<file path="src/rtl/mutex_pkg.sv">
package mutex_pkg;
  // bytes per lock window, as a bit count
  localparam int WIN_BITS  = 8;
  // width of the port number inside the owner tag
  localparam int PORT_ID_W = 3;

  typedef enum logic [0:0] {
    KIND_LOCK = 1'b0,
    KIND_NONE = 1'b1
  } reg_kind_e;

  function automatic reg_kind_e decode_kind(input logic [WIN_BITS-1:0] offs);
    return (offs[WIN_BITS-1:2] == '0) ? KIND_LOCK : KIND_NONE;
  endfunction
endpackage

</file>
<file path="src/rtl/mutex_arbiter.sv">
module mutex_arbiter #(
  parameter int NPORTS = 4
) (
  input  logic [NPORTS-1:0] req,
  output logic [NPORTS-1:0] gnt
);
  // lowest index wins: scan from the top so lower indices overwrite
  always_comb begin
    gnt = '0;
    for (int i = NPORTS - 1; i >= 0; i--) begin
      if (req[i]) begin
        gnt    = '0;
        gnt[i] = 1'b1;
      end
    end
  end
endmodule

</file>
<file path="src/rtl/mutex_req_mux.sv">
module mutex_req_mux
  import mutex_pkg::*;
#(
  parameter int NPORTS = 4,
  parameter int ADDR_W = 11,
  parameter int DATA_W = 32,
  parameter int MID_W  = 4,
  localparam int BE_W  = DATA_W / 8
) (
  input  logic [NPORTS-1:0]        gnt,
  input  logic [NPORTS-1:0]        write,
  input  logic [NPORTS*ADDR_W-1:0] addr,
  input  logic [NPORTS*DATA_W-1:0] wdata,
  input  logic [NPORTS*BE_W-1:0]   be,
  input  logic [NPORTS*MID_W-1:0]  mid,
  output logic                     sel_write,
  output logic [ADDR_W-1:0]        sel_addr,
  output logic [DATA_W-1:0]        sel_wdata,
  output logic [BE_W-1:0]          sel_be,
  output logic [MID_W-1:0]         sel_mid,
  output logic [PORT_ID_W-1:0]     sel_port
);
  // one-hot AND-OR selection of the granted port's fields
  always_comb begin
    sel_write = 1'b0;
    sel_addr  = '0;
    sel_wdata = '0;
    sel_be    = '0;
    sel_mid   = '0;
    sel_port  = '0;
    for (int i = 0; i < NPORTS; i++) begin
      sel_write = sel_write | (gnt[i] & write[i]);
      sel_addr  = sel_addr  | ({ADDR_W{gnt[i]}} & addr[i*ADDR_W +: ADDR_W]);
      sel_wdata = sel_wdata | ({DATA_W{gnt[i]}} & wdata[i*DATA_W +: DATA_W]);
      sel_be    = sel_be    | ({BE_W{gnt[i]}}   & be[i*BE_W +: BE_W]);
      sel_mid   = sel_mid   | ({MID_W{gnt[i]}}  & mid[i*MID_W +: MID_W]);
      sel_port  = sel_port  | ({PORT_ID_W{gnt[i]}} & PORT_ID_W'(i));
    end
  end
endmodule

</file>
<file path="src/rtl/mutex_store.sv">
module mutex_store #(
  parameter int NMUTEX   = 8,
  parameter int DATA_W   = 32,
  parameter int CPUID_W  = 8,
  parameter int HW_W     = 7,
  localparam int IDX_W   = $clog2(NMUTEX)
) (
  input  logic               clk,
  input  logic               rst_n,
  input  logic               wr_en,     // accepted full-width write to a lock register
  input  logic [IDX_W-1:0]   idx,
  input  logic               wr_lock,   // written lock bit
  input  logic [CPUID_W-1:0] wr_cpu,
  input  logic [HW_W-1:0]    wr_tag,
  output logic [DATA_W-1:0]  rd_word,
  output logic [NMUTEX-1:0]  lock_vec
);
  logic [NMUTEX*CPUID_W-1:0] cpu_flat;
  logic [NMUTEX*HW_W-1:0]    tag_flat;

  for (genvar g = 0; g < NMUTEX; g++) begin : g_ent
    logic               lock_q;
    logic [CPUID_W-1:0] cpu_q;
    logic [HW_W-1:0]    tag_q;
    logic               hit, take, drop;

    assign hit  = wr_en && (idx == IDX_W'(g));
    assign take = hit && wr_lock && !lock_q;
    assign drop = hit && !wr_lock && lock_q && (wr_cpu == cpu_q) && (wr_tag == tag_q);

    always_ff @(posedge clk or negedge rst_n) begin
      if (!rst_n) begin
        lock_q <= 1'b0;
        cpu_q  <= '0;
        tag_q  <= '0;
      end else if (take) begin
        lock_q <= 1'b1;
        cpu_q  <= wr_cpu;
        tag_q  <= wr_tag;
      end else if (drop) begin
        lock_q <= 1'b0;
        cpu_q  <= '0;
        tag_q  <= '0;
      end
    end

    assign lock_vec[g]                    = lock_q;
    assign cpu_flat[g*CPUID_W +: CPUID_W] = cpu_q;
    assign tag_flat[g*HW_W +: HW_W]       = tag_q;
  end

  always_comb begin
    rd_word                     = '0;
    rd_word[0]                  = lock_vec[idx];
    rd_word[CPUID_W:1]          = cpu_flat[idx*CPUID_W +: CPUID_W];
    rd_word[CPUID_W+1 +: HW_W]  = tag_flat[idx*HW_W +: HW_W];
  end
endmodule

</file>
<file path="src/rtl/mutex_unit.sv">
module mutex_unit
  import mutex_pkg::*;
#(
  parameter int NPORTS   = 4,
  parameter int NMUTEX   = 8,
  parameter int DATA_W   = 32,
  parameter int MID_W    = 4,
  parameter int CPUID_W  = 8,
  localparam int IDX_W   = $clog2(NMUTEX),
  localparam int ADDR_W  = WIN_BITS + IDX_W,
  localparam int BE_W    = DATA_W / 8
) (
  input  logic                     clk,
  input  logic                     rst_n,
  input  logic [NPORTS-1:0]        req_valid,
  output logic [NPORTS-1:0]        req_ready,
  input  logic [NPORTS-1:0]        req_write,
  input  logic [NPORTS*ADDR_W-1:0] req_addr,
  input  logic [NPORTS*DATA_W-1:0] req_wdata,
  input  logic [NPORTS*BE_W-1:0]   req_be,
  input  logic [NPORTS*MID_W-1:0]  req_mid,
  output logic [NPORTS-1:0]        rsp_valid,
  output logic [DATA_W-1:0]        rsp_data
);
  localparam int HW_W = PORT_ID_W + MID_W;

  logic [NPORTS-1:0]    gnt;
  logic                 sel_write;
  logic [ADDR_W-1:0]    sel_addr;
  logic [DATA_W-1:0]    sel_wdata;
  logic [BE_W-1:0]      sel_be;
  logic [MID_W-1:0]     sel_mid;
  logic [PORT_ID_W-1:0] sel_port;
  logic                 acc, acc_wr, is_lock;
  logic [DATA_W-1:0]    rd_word;
  logic [NMUTEX-1:0]    lock_vec;
  logic [NPORTS-1:0]    rsp_valid_q;
  logic [DATA_W-1:0]    rsp_data_q;

  mutex_arbiter #(.NPORTS(NPORTS)) u_arb (
    .req (req_valid),
    .gnt (gnt)
  );

  mutex_req_mux #(
    .NPORTS(NPORTS), .ADDR_W(ADDR_W), .DATA_W(DATA_W), .MID_W(MID_W)
  ) u_mux (
    .gnt       (gnt),
    .write     (req_write),
    .addr      (req_addr),
    .wdata     (req_wdata),
    .be        (req_be),
    .mid       (req_mid),
    .sel_write (sel_write),
    .sel_addr  (sel_addr),
    .sel_wdata (sel_wdata),
    .sel_be    (sel_be),
    .sel_mid   (sel_mid),
    .sel_port  (sel_port)
  );

  assign acc     = |gnt;
  assign acc_wr  = acc && sel_write;
  assign is_lock = (decode_kind(sel_addr[WIN_BITS-1:0]) == KIND_LOCK);

  mutex_store #(
    .NMUTEX(NMUTEX), .DATA_W(DATA_W), .CPUID_W(CPUID_W), .HW_W(HW_W)
  ) u_store (
    .clk      (clk),
    .rst_n    (rst_n),
    .wr_en    (acc_wr && is_lock && (&sel_be)),
    .idx      (sel_addr[WIN_BITS +: IDX_W]),
    .wr_lock  (sel_wdata[0]),
    .wr_cpu   (sel_wdata[CPUID_W:1]),
    .wr_tag   ({sel_port, sel_mid}),
    .rd_word  (rd_word),
    .lock_vec (lock_vec)
  );

  always_ff @(posedge clk or negedge rst_n) begin
    if (!rst_n) begin
      rsp_valid_q <= '0;
      rsp_data_q  <= '0;
    end else begin
      rsp_valid_q <= gnt;
      if (acc) rsp_data_q <= (!sel_write && is_lock) ? rd_word : '0;
    end
  end

  assign req_ready = gnt;
  assign rsp_valid = rsp_valid_q;
  assign rsp_data  = rsp_data_q;
endmodule

</file>
<file path="config.mk">
export PLATFORM = sky130hd
export DESIGN_NAME = mutex_unit
export DESIGN_NICKNAME = d
export VERILOG_FILES = /design/src/rtl/mutex_pkg.sv /design/src/rtl/mutex_arbiter.sv /design/src/rtl/mutex_req_mux.sv /design/src/rtl/mutex_store.sv /design/src/rtl/mutex_unit.sv
export SDC_FILE = /design/constraint.sdc
export NUM_CORES = 1
export LEC_CHECK = 0
export BUFFER_PORTS_ARGS = -buffer_cell sky130_fd_sc_hd__buf_2
export CAP_MARGIN = 20
export CELL_PAD_IN_SITES_DETAIL_PLACEMENT = 0
export CELL_PAD_IN_SITES_GLOBAL_PLACEMENT = 1
export CORE_ASPECT_RATIO = 1.25
export CORE_MARGIN = 4
export CORE_UTILIZATION = 31
export CTS_CLUSTER_SIZE = 8
export DETAILED_ROUTE_END_ITERATION = 6
export PLACE_DENSITY_LB_ADDON = 0.1
export SYNTH_ARGS = -nofsm -noshare
export SYNTH_HDL_FRONTEND = slang
export SYNTH_SLANG_ARGS = --single-unit
</file>
<file path="constraint.sdc">
create_clock -name clk -period 2.4 [get_ports clk]
set_input_delay 0.12 -clock clk [delete_from_list [all_inputs] [get_ports clk]]
set_output_delay 0.12 -clock clk [all_outputs]
set_load 0.005 [all_outputs]
</file>
==> flow_metrics.tcl, run 1 <==
set metrics [dict create \
    powerDensity_mw_per_mm2 467 \
    nNetsFinal 1646 \
    vdd_ir_drop_max_mv 0.366 \
    synthArstFlopShare_pct 100 \
    grt_usage_pct 22.9 \
    cts_sinks 139 \
    firstDrtPassIters 5 \
    maxSlewHeadroom_pct 50.3 \
    yosys_warnings 0 \
    rsz0062_at_grt "true" \
    num_rows 73 \
    drive_above_1_share_pct 36.8 \
    comb_power_share_pct 23.4 \
    intPower_mw 4.53 \
    fin_util_pct 43.5 \
    ios 254 \
    p_switching_mw 1.97 \
    fmax_mhz 417 \
    antenna_found_initial 0 \
    fin_worst_skew_ps 8.06 \
    numCtsBuffers 17 \
    outcome "completed" \
    drcViolationCount 0 \
    yosysUniqueCellTypes 73 \
    fin_crit_sh_pct 100 \
    io_buffers 136 \
    start_util_pct 31.7 \
    clkPwrFrac_pct 39.4 \
    place_inst 1813 \
    syn_area_mm2 0.0101 \
    synth_enable_flop_cells 0 \
    n_antenna_cell 0 \
    ys.flop_type "dfrtp_1" \
    wl_per_cell_um 22.5 \
    synth-seq-area-share_pct 34.4 \
    power_frac_seq_pct 37.1 \
    areaGrowthSynthToFinish_pct 37.5 \
    hpwl_mm 32.6 \
    fin_crit_ps 2400 \
    routed_via_density 5.22 \
    path_class "in -> reg" \
    cts_buffer_depth 2 \
    fin_cells 1856 \
    overflow 0 \
    cts_tree "built" \
    maxCapViolCount 0 \
    die_area_mm2 0.0356 \
    wirelength_mm 41.8 \
    synth.avg_cell_area_um2 8.98 \
    place_congestion 0.865 \
    report.final.slew_viol_count 0 \
    syn-instance-count 1127 \
    die_h_um 210 \
    grt_max_degree 54 \
    layout_commonest_cell "buf_4" \
    hold_violations 0 \
    grt_first_pass_wirelength_mm 61.5 \
    worst_ep_required_time_ps 2720 \
    via_count 9697 \
    clk_latency_ps 430 \
    end_kind "register" \
    cp.arrival_ps 2720 \
    worstPathMaxFanout 24 \
    clkSlewWorstSetupHoldPaths_ps 60 \
    clockRootBuffer "clkbuf_16" \
    core_area_mm2 0.0320 \
    grt_pass1_vias 9575 \
    ys_ff_latch 139 \
    finalSetupViolCount 0 \
    cts_max_level 4 \
    drtIter0Drc 684 \
    layout_common_cells "179 x buf_4, 139 x dfrtp_1, 138 x nand2_1" \
    dieWidth_um 170 \
    worstMarginPinSlew_ps 743 \
    hold_class "in -> reg" \
    antenna_left 0 \
    switching_share_pct 30.3 \
    start_kind "input port" \
    p_leak_nw 5.93 \
]
[cell families after synthesis]
| group | count (synthesis) | synth area share (%) |
|---|---|---|
| compound gates | 214 | 14.7 |
| xor+xnor | 61 | 5.28 |
| buf+inv | 110 | 6.76 |
| flops | 139 | 34.4 |
| mux | 112 | 11.1 |
| other cells | 1 | 0.0371 |
| simple gates | 490 | 27.7 |
[sequential cells by signal, indices dropped and copies added, names as in the netlist]
name and flops:
rsp_valid 4, rsp_data 15, u_store.g_ent.cpu_q 64, u_store.g_ent.tag_q 48, u_store.g_ent.lock_q 8
[synth_stat cells (all sizes together), types with 17 or more instances]
library cell	instances	share of area, %
nand3	33	1.6
dfrtp	139	34
nand2	143	5.4
clkbuf	25	0.93
nor2	139	6.7
nand4	18	1.1
nor4	17	3.3
or3	31	1.9
mux2i	112	11
and3	38	2.3
a211oi	24	1.8
a21oi	49	2.6
o21ai	42	2.1
xnor2	51	4.4
buf	70	5.3
[critical path: stages]
cell and delay, ps:
buf_2 140, nor4b_4 140, buf_6 140, buf_12 150
and2_4 170, buf_6 130, or3_1 300, a22o_1 260
or4_4 500, nor4_4 290, buf_4 180, clkbuf_16 150
nor2_2 40
[stage by stage]
| stage | hold WS [ps] | worst slack, ps | cell area, um^2 | power [mW] | setup TNS [ps] |
|---|---|---|---|---|---|
| CTS | 41.8 | -0.198 | 13600 | 6.51 | -0.198 |
| global route | 82.3 | -44.5 | 13900 | 6.75 | -493 |
| finish | 83.1 | 0.783 | 13900 | 6.49 | 0 |
| detailed placement | 152 | -626 | 13000 | 3.92 | -66730 |
| global placement | 148 | -630 | 13000 | 3.92 | -66640 |
| floorplan | -176 | -70.9 | 10300 | 3.13 | -2160 |
[final timing paths]
check                                     startpoint                         to  slack, ps  cells after the start
hold / removal                          req_valid[0]               rsp_valid[0]         80                      2
min in group asynchronous                      rst_n  u_store.g_ent[4].cpu_q[4]        220                      2
max in group asynchronous                      rst_n  u_store.g_ent[3].cpu_q[1]       1460                      3
hold reg to reg                          rsp_data[4]                rsp_data[4]        480                      2
setup / recovery                        req_valid[3]  u_store.g_ent[6].tag_q[1]        0.8                     13
setup reg to reg           u_store.g_ent[6].cpu_q[0]  u_store.g_ent[6].tag_q[1]        120                      8
[timing repair]
| action | CTS | global route |
|---|---|---|
| gates resized for setup | 6 | 44 |
| endpoints found under the setup margin | 95 | 125 |
| hold buffers | 1 | 0 |
| buffers inserted | 1 | 7 |
| endpoints found under the hold margin | 50 | 0 |
| cloned | 0 | 4 |
| pin swaps | 2 | 17 |
[power groups by stage]
stage | Sequential, mW | Combinational [mW] | Clock (mW)
final | 2.41 | 1.52 | 2.56
after detailed placement | 2.45 | 1.46 | 0
after floorplan | 2.45 | 0.683 | 0
after global placement | 2.45 | 1.47 | 0
after global routing | 2.41 | 1.64 | 2.70
after CTS | 2.41 | 1.48 | 2.62
[cell type report]
type                            count  area [um^2]
Fill cell                        3226        18100
Multi-Input combinational cell    894         6330
Sequential cell                   139         3480
Timing Repair Buffer              365         2980
Tap cell                          412          515
Clock buffer                       19          453
Clock inverter                     12          100
Inverter                           15         60.1
[per-layer routing]
| layer | vias up | GRT usage [%] | wire length [um] |
|---|---|---|---|
| li1 | 4622 | - | - |
| met1 | 4696 | 31.7 | 19000 |
| met2 | 329 | 37.1 | 19600 |
| met3 | 50 | 3.11 | 2120 |
| met4 | 0 | 7.28 | 1110 |
| met5 | - | 0 | 0 |
(Power assumes the default switching activity.)
==> inputs of run 2 (changes only) <==
--- a/config.mk
+++ b/config.mk
@@ -14,7 +14,7 @@
 export CORE_UTILIZATION = 31
 export CTS_CLUSTER_SIZE = 8
 export DETAILED_ROUTE_END_ITERATION = 6
-export PLACE_DENSITY_LB_ADDON = 0.1
+export PLACE_DENSITY = 0.64
 export SYNTH_ARGS = -nofsm -noshare
 export SYNTH_HDL_FRONTEND = slang
 export SYNTH_SLANG_ARGS = --single-unit
==> run 2 against run 1 <==
Final cell count down 0.59%; setup slack better by 51 ps; combinational power down 5%; largest cell class unchanged; final area fell by 2.2%; critical endpoint is now u_store.g_ent[6].tag_q[2]; first-iteration DRC count rose by 14%; largest power group unchanged; flip-flop and latch count stayed put; register-to-register slack worse by 70 ps; routed wire length is 7.1% lower; clock skew is 0.81 ps higher.
==> flow_metrics.tcl, run 2 (same netlist as run 1, synthesis figures left out) <==
set metrics [dict create \
    slowest_delay_ps 540 \
    drive_above_1_share_pct 35.0 \
    crit_path_start "req_valid[2]" \
    num_rows 73 \
    io_buffers 136 \
    finalPower_mw 6.66 \
    power_frac_seq_pct 36.2 \
    dieWidth_um 170 \
    reg2reg_depth 7 \
    cts_max_level 4 \
    top_register "u_store.g_ent.cpu_q" \
    p_leak_nw 5.85 \
    core_area_mm2 0.0320 \
    slowest_stage "or4_4" \
    antenna_left 0 \
    antenna_found_initial 0 \
    crit_chain "buf_2 -> nor4b_4 -> buf_12 -> and2_1 -> o21ai_0 -> a22o_1 -> or4_4 -> nor4_4 -> buf_4 -> clkbuf_16 -> nor2_2" \
    powerDensity_mw_per_mm2 489 \
    maxCapViolCount 0 \
    start_util_pct 31.7 \
    clkSlewWorstSetupHoldPaths_ps 70 \
    routed_via_density 5.23 \
    switching_share_pct 29.1 \
    end_kind "register" \
    vdd_ir_drop_max_mv 0.536 \
    layout_commonest_cell "buf_4" \
    wirelength_mm 38.8 \
    drtIter0Drc 783 \
    cts_tree "built" \
    layout_common_cells "177 x buf_4, 139 x dfrtp_1, 137 x nand2_1" \
    finalSetupViolCount 0 \
    worstMarginPinSlew_ps 644 \
    cp.arrival_ps 2670 \
    fin_worst_skew_ps 8.88 \
    die_area_mm2 0.0356 \
    clk_latency_ps 440 \
    via_count 9649 \
    cts_buffer_depth 2 \
    maxSlewHeadroom_pct 57.1 \
    crit_path_end "u_store.g_ent[6].tag_q[2]" \
    start_kind "input port" \
    fin_crit_sh_pct 97.8 \
    path_class "in -> reg" \
    comb_power_share_pct 21.6 \
    place_area_mm2 0.0128 \
    hpwl_mm 30.5 \
    intPower_mw 4.72 \
    grt_pass1_vias 9827 \
    n_antenna_cell 0 \
    cts_sinks 139 \
    clkPwrFrac_pct 42.2 \
    areaGrowthSynthToFinish_pct 34.5 \
    die_h_um 210 \
    overflow 0 \
    worst_ep_required_time_ps 2720 \
    hold_violations 0 \
    report.final.slew_viol_count 0 \
    nNetsFinal 1634 \
    p_switching_mw 1.94 \
    largest_register_ff_count 64 \
    clockRootBuffer "clkbuf_16" \
    stdcell_area_mm2 0.0136 \
    rr_startpoint "u_store.g_ent[5].tag_q[3]" \
    wl_per_cell_um 21.0 \
    numCtsBuffers 17 \
    fmax_mhz 426 \
    outcome "completed" \
    drcViolationCount 0 \
    ios 254 \
    r2r_slack_ps 50 \
    r2r_end "u_store.g_ent[5].cpu_q[1]" \
    worstPathMaxFanout 17 \
    place_congestion 0.873 \
    firstDrtPassIters 4 \
    grt_max_degree 51 \
    fin_crit_ps 2350 \
    grt_first_pass_wirelength_mm 58.9 \
    hold_class "in -> async" \
    grt_usage_pct 21.5 \
]
-- run 2: power by group through the flow --
stage                     Sequential, mW  Combinational [mW]  Clock (mW)
final                               2.41                1.44        2.81
after global routing                2.41                1.55        2.97
after CTS                           2.41                1.42        2.87
after detailed placement            2.45                1.41           0
after global placement              2.45                1.41           0
after floorplan                     2.45               0.683           0
-- run 2: final cells by class --
| type | count | area (um^2) |
|---|---|---|
| fillers | 3253 | 18400 |
| multi-input cells | 894 | 6170 |
| repair buffers | 353 | 2770 |
| flip-flops and latches | 139 | 3480 |
| inverters | 15 | 56.3 |
| well taps | 412 | 515 |
| clock buffers | 20 | 457 |
| clock inverters | 12 | 163 |
-- run 2: worst max-delay path: cells and delay by family --
kind,cells,cell delay [ps]
simple gates,5,1460
buf+inv,4,670
compound gates,2,400
-- run 2: worst min path at each step --
stage                             from                   endpoint  slack (ps)
after floorplan                  rst_n                rsp_data[0]        -180
after global placement           rst_n  u_store.g_ent[4].cpu_q[3]         110
after detailed placement         rst_n  u_store.g_ent[4].cpu_q[3]         110
after CTS                 req_valid[2]               rsp_valid[3]         190
after global routing             rst_n  u_store.g_ent[4].cpu_q[3]         270
final                            rst_n  u_store.g_ent[4].cpu_q[3]         220
-- run 2: timing repair --
item                                   4_1_cts  5_1_grt
gates cloned                                 0        2
hold buffers                                 2        0
gates resized for setup                      1       21
pin swaps                                    0       10
setup buffers                                0        5
setup endpoints to repair                    6       81
endpoints found under the hold margin       46        0
-- run 2: stage by stage --
step / worst slack (ps) / TNS (ps) / instances / hold WS (ps) / util (%)
4_1_cts: 19.0 / 0 / 1838 / 190 / 42.1
6_report: 51.8 / 0 / 1845 / 218 / 42.6
3_3_place_gp: -422 / -42320 / 1804 / 106 / 40.1
3_5_place_dp: -456 / -45180 / 1804 / 113 / 40.1
5_1_grt: -20.9 / -172 / 1845 / 266 / 42.6
2_1_floorplan: -70.9 / -2160 / 1143 / -176 / -
-- run 2: metal layers --
layer / global-route usage [%] / wire length [um] / share of wire (%) / vias up
met2: 35.7 / 18400 / 47 / 332
met5: 0 / 0 / 0 / -
met1: 28.1 / 16700 / 43 / 4665
met3: 3.81 / 2370 / 6.1 / 53
met4: 8.00 / 1280 / 3.3 / 0
li1: - / - / - / 4599
==> inputs of run 3 (changes only) <==
--- a/config.mk
+++ b/config.mk
@@ -9,7 +9,7 @@
 export CAP_MARGIN = 20
 export CELL_PAD_IN_SITES_DETAIL_PLACEMENT = 0
 export CELL_PAD_IN_SITES_GLOBAL_PLACEMENT = 1
-export CORE_ASPECT_RATIO = 1.25
+export CORE_ASPECT_RATIO = 2
 export CORE_MARGIN = 4
 export CORE_UTILIZATION = 31
 export CTS_CLUSTER_SIZE = 8
==> constraint.sdc (replaced) <==
create_clock -name clk -period 2.6 [get_ports clk]
set_input_delay 0.13 -clock clk [delete_from_list [all_inputs] [get_ports clk]]
set_output_delay 0.13 -clock clk [all_outputs]
set_load 0.005 [all_outputs]
==> run 3 against run 2 <==
Die area increased by 0.44%; non-clock buffer count fell by 41; global-route usage up 0.49 points; final cell count fell by 1.4%; sequential power decreased by 7%; highest routed layer unchanged.
==> flow_metrics.tcl, run 3 (same netlist as run 1, synthesis figures left out) <==
set metrics [dict create \
    outcome "completed" \
    drive_above_1_share_pct 32.0 \
    fin_worst_skew_ps 13.3 \
    r2r_slack_ps 140 \
    antenna_found_initial 0 \
    end_kind "register" \
    num_rows 93 \
    hpwl_mm 31.3 \
    ios 254 \
    grt_max_degree 64 \
    finalPower_mw 6.03 \
    worst_ep_required_time_ps 2920 \
    path_class "reg -> reg" \
    finalSetupViolCount 0 \
    worstMarginPinSlew_ps 717 \
    fin_crit_ps 2460 \
    fin_crit_sh_pct 94.7 \
    io_buffers 136 \
    powerDensity_mw_per_mm2 460 \
    areaGrowthSynthToFinish_pct 29.6 \
    n_antenna_cell 0 \
    vdd_ir_drop_max_mv 0.465 \
    hold_class "in -> reg" \
    numCtsBuffers 17 \
    grt_pass1_vias 9841 \
    layout_commonest_cell "buf_4" \
    worstPathMaxFanout 10 \
    cts_tree "built" \
    grt_usage_pct 22.0 \
    clk_latency_ps 440 \
    hold_slack_ps 54.4 \
    firstDrtPassIters 5 \
    wl_per_cell_um 21.7 \
    fin_cells 1819 \
    top_register "u_store.g_ent.cpu_q" \
    routed_via_density 5.29 \
    hold_violations 0 \
    largest_register_ff_count 64 \
    overflow 0 \
    layout_common_cells "146 x buf_4, 139 x nand2_1, 139 x dfrtp_1" \
    p_leak_nw 5.59 \
    grt_first_pass_wirelength_mm 59.2 \
    core_area_mm2 0.0322 \
    maxSlewHeadroom_pct 52.0 \
    nNetsFinal 1593 \
    start_kind "register" \
    fmax_mhz 406 \
    die_h_um 264 \
    clkSlewWorstSetupHoldPaths_ps 70 \
    maxCapViolCount 0 \
    die_area_mm2 0.0358 \
    place_congestion 0.926 \
    cts_sinks 139 \
    drcViolationCount 0 \
    report.final.slew_viol_count 0 \
    cts_max_level 4 \
    drtIter0Drc 704 \
    antenna_left 0 \
    start_util_pct 31.4 \
    cts_buffer_depth 2 \
    place_inst 1786 \
    cp.arrival_ps 2780 \
    via_count 9619 \
    rsz0062_at_grt "false" \
    dieWidth_um 136 \
    wirelength_mm 39.5 \
    clockRootBuffer "clkbuf_16" \
    postCtsSetupRepairBufs 0 \
]
==> run 3: cell types whose count changed in the layout (fill, tap and decap cells not counted), moves of 3 or more <==
cell,before,now
buf_4,177,146
a2111oi_1,4,0
buf_6,5,1
a2111oi_0,0,3
a21oi_1,39,42
a21oi_2,10,7
clkbuf_1,1,4
==> run 3: final timing paths <==
| path | cells past startpoint | end | from |
|---|---|---|---|
| setup / recovery | 8 | u_store.g_ent[2].cpu_q[2] | u_store.g_ent[2].cpu_q[5] |
| hold / removal | 2 | rsp_valid[0] | req_valid[0] |
| setup reg to reg | 8 | u_store.g_ent[2].cpu_q[2] | u_store.g_ent[2].cpu_q[5] |
| hold reg to reg | 2 | rsp_data[4] | rsp_data[4] |
| max in group asynchronous | 3 | u_store.g_ent[4].tag_q[0] | rst_n |
| min in group asynchronous | 2 | u_store.g_ent[2].cpu_q[5] | rst_n |
==> run 3: routing by layer <==
| metal | global-route usage, % | vias to the layer above | routed length (um) |
|---|---|---|---|
| li1 | - | 4511 | - |
| met1 | 23.7 | 4685 | 14400 |
| met4 | 11.0 | 0 | 2020 |
| met3 | 2.73 | 84 | 1660 |
| met2 | 41.3 | 339 | 21400 |
| met5 | 0 | - | 0 |
==> run 3: metrics by stage <==
stage | setup TNS [ps] | worst slack, ps | cell area (um^2) | util (%)
2_1_floorplan | 0 | 28.1 | 10200 | -
5_1_grt | 0 | 27.2 | 13100 | 40.7
4_1_cts | 0 | 70.6 | 13100 | 40.7
6_report | 0 | 137 | 13100 | 40.7
3_3_place_gp | -25370 | -431 | 12500 | 38.7
3_5_place_dp | -26650 | -506 | 12500 | 38.7
==> run 3: repair_timing <==
item | 4_1_cts | 5_1_grt
hold buffers | 1 | 0
hold endpoints to repair | 61 | 0
gates resized for setup | 2 | 1
endpoints found under the setup margin | 15 | 2
==> run 3: area by class of cell <==
type	count	area [um^2]
Multi-Input combinational cell	894	6060
Inverter	15	56.3
Clock inverter	9	138
Tap cell	427	534
Timing Repair Buffer	312	2370
Fill cell	3318	19100
Clock buffer	23	468
Sequential cell	139	3480
==> run 3: power breakdown <==
part	total [mW]	switching, mW	internal (mW)
combinational	1.25	0.718	0.530
sequential	2.23	0.0301	2.20
clock	2.55	0.986	1.57
==> run 3: worst max-delay path, cell delays in order (launching register included) <==
cell and delay, ps:
dfrtp_1 380, or3_1 430, a2111oi_2 420, buf_4 180
nand4_1 190, buf_4 200, nor4_4 280, buf_12 200
nor2_1 60
